==> src/rtl/tmr_pkg.sv <==
package tmr_pkg;
  localparam int NUM_TMR  = 3;
  localparam int ADDR_W   = 3;
  localparam int DATA_W   = 8;
  localparam int SEL_BIT  = 0;
  localparam int RUNN_BIT = 0;
  localparam int IE_BIT   = 6;
  localparam logic [ADDR_W-1:0] OFS_CTRL_SH = 3'd0;
  localparam logic [ADDR_W-1:0] OFS_CTRL_ST = 3'd1;

  function automatic logic [ADDR_W-1:0] low_ofs(input int idx);
    return ADDR_W'(2 * idx + 3);
  endfunction
endpackage

==> src/rtl/tmr_chan.sv <==
module tmr_chan #(
  parameter int CNT_W  = 16,
  parameter int RELOAD = 32
) (
  input  logic clk,
  input  logic rst,
  input  logic run,
  input  logic tick,
  input  logic ie,
  input  logic clr,
  output logic flag
);
  localparam logic [CNT_W-1:0] RLD = CNT_W'(RELOAD);

  logic [CNT_W-1:0] cnt_q;
  logic             step;
  logic             wrap;

  assign step = run && tick;
  assign wrap = step && (cnt_q == CNT_W'(1));

  always_ff @(posedge clk) begin
    if (rst) begin
      cnt_q <= RLD;
    end else if (step) begin
      cnt_q <= wrap ? RLD : cnt_q - CNT_W'(1);
    end
  end

  // set beats clear when both occur together
  always_ff @(posedge clk) begin
    if (rst) begin
      flag <= 1'b0;
    end else if (wrap && ie) begin
      flag <= 1'b1;
    end else if (clr) begin
      flag <= 1'b0;
    end
  end
endmodule

==> src/rtl/tmr_regs.sv <==
module tmr_regs
  import tmr_pkg::*;
(
  input  logic              clk,
  input  logic              rst,
  input  logic              acc_en,
  input  logic              acc_wr,
  input  logic [ADDR_W-1:0] acc_addr,
  input  logic [DATA_W-1:0] wr_data,
  input  logic [NUM_TMR-1:0] flags,
  output logic [DATA_W-1:0] rd_data,
  output logic [NUM_TMR-1:0] ie,
  output logic              running,
  output logic [NUM_TMR-1:0] clr
);
  logic rd_stb;
  logic wr_stb;
  logic sel_q;
  logic unused_wbits;

  assign rd_stb = acc_en && !acc_wr;
  assign wr_stb = acc_en && acc_wr;
  assign unused_wbits = ^{wr_data[DATA_W-1], wr_data[IE_BIT-1:1]};

  for (genvar i = 0; i < NUM_TMR; i++) begin : g_clr
    assign clr[i] = rd_stb && (acc_addr == low_ofs(i));
  end

  always_ff @(posedge clk) begin
    if (rst) begin
      sel_q   <= 1'b0;
      ie      <= '0;
      running <= 1'b0;
    end else if (wr_stb) begin
      if (acc_addr == OFS_CTRL_ST) begin
        sel_q <= wr_data[SEL_BIT];
        ie[1] <= wr_data[IE_BIT];
      end else if (acc_addr == OFS_CTRL_SH) begin
        if (sel_q) begin
          ie[0] <= wr_data[IE_BIT];
          if (!wr_data[RUNN_BIT]) running <= 1'b1;
        end else begin
          ie[2] <= wr_data[IE_BIT];
        end
      end
    end
  end

  always_ff @(posedge clk) begin
    if (rst) begin
      rd_data <= '0;
    end else if (rd_stb) begin
      rd_data <= (acc_addr == OFS_CTRL_ST) ? DATA_W'(flags) : '0;
    end
  end
endmodule

==> src/rtl/tri_reload_timer.sv <==
module tri_reload_timer
  import tmr_pkg::*;
#(
  parameter int CNT_W     = 16,
  parameter int RELOAD_T1 = 32,
  parameter int RELOAD_T2 = 3200,
  parameter int RELOAD_T3 = 801
) (
  input  logic              clk,
  input  logic              rst,
  input  logic              tick,
  input  logic              acc_en,
  input  logic              acc_wr,
  input  logic [ADDR_W-1:0] acc_addr,
  input  logic [DATA_W-1:0] wr_data,
  output logic [DATA_W-1:0] rd_data,
  output logic              irq
);
  localparam int RLD [NUM_TMR] = '{RELOAD_T1, RELOAD_T2, RELOAD_T3};

  logic [NUM_TMR-1:0] flags;
  logic [NUM_TMR-1:0] ie;
  logic [NUM_TMR-1:0] clr;
  logic               running;

  tmr_regs u_regs (
    .clk      (clk),
    .rst      (rst),
    .acc_en   (acc_en),
    .acc_wr   (acc_wr),
    .acc_addr (acc_addr),
    .wr_data  (wr_data),
    .flags    (flags),
    .rd_data  (rd_data),
    .ie       (ie),
    .running  (running),
    .clr      (clr)
  );

  for (genvar i = 0; i < NUM_TMR; i++) begin : g_chan
    tmr_chan #(
      .CNT_W  (CNT_W),
      .RELOAD (RLD[i])
    ) u_chan (
      .clk  (clk),
      .rst  (rst),
      .run  (running),
      .tick (tick),
      .ie   (ie[i]),
      .clr  (clr[i]),
      .flag (flags[i])
    );
  end

  assign irq = |flags;
endmodule

==> config.mk <==
export PLATFORM = sky130hd
export DESIGN_NAME = tri_reload_timer
export DESIGN_NICKNAME = d
export VERILOG_FILES = /design/src/rtl/tmr_pkg.sv /design/src/rtl/tmr_chan.sv /design/src/rtl/tmr_regs.sv /design/src/rtl/tri_reload_timer.sv
export SDC_FILE = /design/constraint.sdc
export NUM_CORES = 1
export LEC_CHECK = 0
export ABC_AREA = 0
export BUFFER_PORTS_ARGS = -buffer_cell sky130_fd_sc_hd__buf_2
export CORE_UTILIZATION = 51
export DETAILED_ROUTE_END_ITERATION = 6
export HOLD_SLACK_MARGIN = 0.06
export PLACE_DENSITY = 0.77
export REMOVE_ABC_BUFFERS = 1
export SLEW_MARGIN = 0
export SYNTH_ARGS = -nofsm -noshare
export SYNTH_HDL_FRONTEND = slang
export SYNTH_SLANG_ARGS = --single-unit
==> constraint.sdc <==
create_clock -name clk -period 4 [get_ports clk]
set_input_delay 0.4 -clock clk [delete_from_list [all_inputs] [get_ports clk]]
set_output_delay 0.4 -clock clk [all_outputs]
set_load 0.02 [all_outputs]
[Word-level counts from Yosys, hierarchy flattened]
Cells that the tools add are included.
Word-level totals
  word-level logic and storage cells: 57
  register bits: 64
  output and inout bits: 9
Cells by class
  eq/ne operators: 7
  reduce and logical (&&, ||, !) cells: 22
  bitwise operators: 3
  multiplexer cells: 10
  $add $sub $neg: 3
Operators by type and width (count)
  $eq A16 B1 Y1 const B: 3
  $mux W16: 3
  $sub A16 B1 Y16 const B: 3
  $logic_and A1 B1 Y1: 12
  $reduce_and A4 Y1: 2
  $eq A3 B3 Y1 const B: 2
  $mux W1: 6
  $reduce_bool A2 Y1: 3
  $reduce_and A5 Y1: 1
  $eq A3 B1 Y1 const B: 1
  $eq A3 B2 Y1 const B: 1
  $logic_not A3 Y1: 1
  $mux W3: 1
  $not A1 Y1: 3
  $reduce_or A3 Y1: 1
  $reduce_and A2 Y1: 1
  $logic_not A1 Y1: 1

[Logic depth before layout (Yosys ltp)]
  depth in word-level cells: 5
  gate-level depth with buffers: 7
  gate-level depth less buffers: 6

[Modules after synthesis]
A second synthesis with hierarchy kept.
Unflattened totals
  cell total of the unflattened synthesis: 319
  area, all modules: 2932.8 sq um
Modules (own cells, without submodules)
  tmr_chan (g_chan[1].u_chan): area each 857.1 sq um, cells an instance 93, sequential area each 340.3 sq um, instances 1
  tmr_chan (g_chan[0].u_chan): area each 822.0 sq um, cells an instance 89, sequential area each 340.3 sq um, instances 1
  tmr_chan (g_chan[2].u_chan): area each 814.5 sq um, cells an instance 88, sequential area each 340.3 sq um, instances 1
  tmr_regs: area each 432.9 sq um, cells an instance 48, sequential area each 160.2 sq um, instances 1
  tri_reload_timer: area each 6.3 sq um, cells an instance 1, sequential area each 0.0 sq um, instances 1

[Least setup slack after synthesis]
Ideal clock, no wire load.
  kind: flip-flop to flip-flop
  from: register g_chan[2].u_chan.cnt_q[0]
  to: register g_chan[2].u_chan.cnt_q[13]
  period minus slack after synthesis: 1.901 ns
  arrival time: 1.831 ns
  cell stages (with the launch flop): 6
  slack: 2.099 ns
  path through: dfxtp_1 or4_1 buf_2 or2_4 or4_1 a21oi_1
Between the ends
  cells in the longest elaborated chain, start to end: 3
RTL lines
  from (decl): line tmr_chan.sv:15  | logic [CNT_W-1:0] cnt_q;
  from (signal assigned): line tmr_chan.sv:26  | cnt_q <= wrap ? RLD : cnt_q - CNT_W'(1);
  parallel branches: the longest is 2 deep, another holds $sub A16 B1 Y16
  $mux W16 *: line tmr_chan.sv:26
Mark *: on every way between the ends.
A chain may end at the register's enable or synchronous reset.

[Worst setup path in the final report]
  from: register g_chan[1].u_chan.cnt_q[9]
  to: register g_chan[1].u_chan.cnt_q[1]
Between the ends
  cells in the longest elaborated chain, start to end: 3
RTL lines
  from (decl): line tmr_chan.sv:15
  from (signal assigned): line tmr_chan.sv:26
  $eq A16 B1 Y1: line tmr_chan.sv:20  | assign wrap = step && (cnt_q == CNT_W'(1));
  $logic_and A1 B1 Y1: line tmr_chan.sv:20
  $mux W16: line tmr_chan.sv:26
No other way between the ends.

==> results by group <==
Synth
  • Synth top area share: 0.426
  • Synthesized flop and latch total: 59
  • Cell count after synthesis: 312
  • Syn Std Cell Area: 2770 um^2
  • Avg Cell Area, Syn: 8.89 um^2
  • Synth area leaders: dfxtp_1 43%, xor2_1 6.9%, nor2_1 6.2%, xnor2_1 3.2%, ha_1 2.7%
  • Synth cell types: 42
  • Synth area leader: dfxtp_1
  • Sequential cell area fraction in the yosys report: 0.426
  • Warning count from the yosys run: 0

Hold path
  • Worst hold path class: input pin to register
  • Hold Startpoint: wr_data[0]
  • Worst Hold End: u_regs.sel_q
  • Hold Crit Depth: 3

Global route
  • Initial antenna violation count: 0
  • Vias in the first global route: 1834
  • First-pass GRT wire length: 8360 um
  • GRT overflow: 0
  • Gr usage total: 0.199
  • Largest net degree at the start of global routing: 19

Power
  • Overall power: 1230 uW
  • Logic pwr share: 0.025
  • Switching portion of total power: 0.203
  • Clock network power share: 0.495
  • Leakage power figure: 0.00110 uW
  • P_sw: 249 uW
  • Sequential Power Share: 0.480
  • Power per Cell Area: 395 nW/um^2
  • Worst vdd ir: 276 uV
  • Internal: 978 uW

Clocking
  • Post-CTS Hold Buffers: 0
  • Setup bufs post-CTS: 0
  • Clock net sink count: 59
  • CTS Buf Count: 9
  • Worst skew pair latency: 0.33 ns
  • PostCTS Resize Cnt: 0
  • CTS Root Cell: clkbuf_8
  • Htree depth: 3
  • TritonCTS clock tree: done
  • Clock slew at reported path FFs: 0.06 ns
  • Clock buffer depth: 2

Timing
  • Fin. Hold Viols: 0
  • Slew of the pin with the lowest slew margin: 0.782 ns
  • Setup Skew: 0.00456 ns
  • Max-slew violation count: 0
  • Final setup fails: 0
  • Tcrit/Tclk final: 0.579
  • TNS Setup: 0 ns
  • Time the worst path needs with I/O delays and setup: 2.32 ns
  • PnR worst setup slack: 1.68 ns
  • Fmax: 432 MHz
  • Max transition margin: 0.474
  • RSZ-0062 raised after global routing: false

Cells and area
  • Finished Core Util: 0.599
  • Fill count: 466
  • Final net count: 348
  • Synthesis-to-finish area growth: 11.8%
  • Commonest non-fill, non-tap cell in the layout: dfxtp_1
  • Most frequent cells in the layout: 59 x dfxtp_1, 46 x nor2_1, 22 x xor2_1
  • Share of layout cells above drive strength 1: 0.103
  • # diodes: 0

Worst setup path
  • R2R setup slack: 1.68 ns
  • Kind of critical path: register to register
  • Worst reg2reg path depth: 5
  • Crit path required time: 4.22 ns
  • Arrival @ worst endpoint: 2.53 ns
  • Startpoint Class: register
  • Slowest CP cell: nor4_1
  • Reg-to-Reg Start: g_chan[1].u_chan.cnt_q[9]
  • CP peak stage delay: 0.71 ns
  • Reg-to-reg critical path endpoint: g_chan[1].u_chan.cnt_q[1]
  • Worst-path cell chain: nor4_1, nand3_1, o21ai_0, buf_4, o31ai_1
  • CP endpoint kind: register
  • Max Fanout on Critical Path: 8

Job
  • Max-cap check violation count: 0

Drt
  • Drt initial violations: 149
  • Average vias per placed instance: 5.55
  • Routed WL: 5230 um
  • ANT nets after route: 0
  • Pre-Repair DR Iteration Count: 4
  • Total number of vias: 2219
  • Residual DRC count: 0
  • WL/cell: 13.1 um

Floorplanning
  • Initial Util: 0.536
  • Die outline area: 5740 um^2
  • Std-Cell Rows: 26
  • Die Height: 75.8 um
  • Die width: 75.8 um
  • I/O pin cnt: 25
  • Core ar.: 5170 um^2

Placement
  • Worst slack at placement: 1.69 ns
  • Port bufs: 13
  • Routability cong.: 0.775
  • Dpl hpwl: 3570 um

Outcome
  • Status: complete, no violations
==> final cells by class <==
cell class                      instances  area, um^2  share of cell area
Clock buffer                           11         151              0.0488
Clock inverter                          4        73.8              0.0238
Inverter                                8        30.0             0.00969
Multi-Input combinational cell        233        1500               0.483
Sequential cell                        59        1180               0.381
Tap cell                               70        87.6              0.0282
Timing Repair Buffer                   15        80.1              0.0258
==> power by group through the flow <==
stage / logic, uW / clock network, uW / registers [uW]
6_report: 30.8 / 607 / 588
5_1_grt: 34.3 / 654 / 588
4_1_cts: 30.9 / 623 / 588
3_5_place_dp: 30.8 / 0 / 601
3_3_place_gp: 30.5 / 0 / 601
2_1_floorplan: 15.1 / 0 / 601
==> state kept, by name (all words and copies together) (netlist names) <==
register,flops
u_regs.rd_data,3
g_chan.u_chan.cnt_q,48
u_regs.running,1
u_regs.sel_q,1
g_chan.u_chan.flag,3
u_regs.ie,3
==> stage by stage <==
step	instances	area [um^2]	hold slack, ns
after floorplan	300	2710	0.441
after global placement	385	2880	0.457
after detailed placement	385	2880	0.477
after CTS	400	3100	0.317
after global routing	400	3100	0.348
final	400	3100	0.323
==> worst max-delay path: cells and delay by family (launching register included) <==
family	cells	cell delay, ns
and+or+nand+nor	2	0.88
AOI/OAI and AO/OA	2	0.69
DFF	1	0.35
buffers and inverters	1	0.27
==> per-layer routing <==
metal | part of all wire | vias up | track usage
li1 | - | 1131 | -
met1 | 0.48 | 1041 | 0.260
met2 | 0.47 | 40 | 0.301
met3 | 0.034 | 7 | 0.0754
met4 | 0.017 | 0 | 0.0679
met5 | 0 | - | 0
==> worst max path at each step <==
stage / start / end / slack (ns) / cells past startpoint
after floorplan: g_chan[1].u_chan.cnt_q[9] / g_chan[1].u_chan.cnt_q[1] / 1.99 / 4
after global placement: g_chan[1].u_chan.cnt_q[9] / g_chan[1].u_chan.cnt_q[1] / 1.71 / 5
after detailed placement: g_chan[1].u_chan.cnt_q[9] / g_chan[1].u_chan.cnt_q[1] / 1.69 / 5
after CTS: g_chan[1].u_chan.cnt_q[9] / g_chan[1].u_chan.cnt_q[1] / 1.65 / 5
after global routing: g_chan[1].u_chan.cnt_q[9] / g_chan[1].u_chan.cnt_q[1] / 1.34 / 5
final: g_chan[1].u_chan.cnt_q[9] / g_chan[1].u_chan.cnt_q[1] / 1.68 / 5
==> Yosys cell counts <==
master and number:
buf_4 5, o31ai_1 5, nand3_1 11, inv_1 8, mux2i_1 5, nor4b_1 4, or2_4 1, and3b_1 1
a32o_1 2, nor4_2 2, and3_1 2, nor4bb_1 1, nor4_1 7, and4b_1 1, clkbuf_1 9, nand2b_1 9
nor2b_1 4, nand3b_1 4, nor2_1 46, a211oi_1 1, buf_2 2, a22oi_1 3, nor3_1 6, or4_1 7
dfxtp_1 59, ha_1 6, o21ai_0 8, conb_1 1, nor3b_1 4, a21oi_1 12, a21o_1 1, xnor2_1 10
o211ai_1 1, or3_1 7, o41ai_1 3, nand4b_1 6, xor2_1 22, o311ai_0 1, and4bb_2 1, nand4_1 11
nand2_1 12, and2_1 1
==> logic make-up (layout without fill, tap and decap cells) <==
logic type | count (synthesis) | in the layout | share of synthesized area
AND/OR/NAND/NOR | 148 | 148 | 0.301
flip-flops | 59 | 59 | 0.426
AO/OA/AOI/OAI | 37 | 37 | 0.0857
XOR/XNOR | 32 | 32 | 0.101
buffers and inverters | 24 | 38 | 0.0401
adder cells (fa/ha/maj) | 6 | 6 | 0.0271
multiplexers | 5 | 5 | 0.0180
other | 1 | 5 | 0.00135
(Power assumes the default switching activity.)
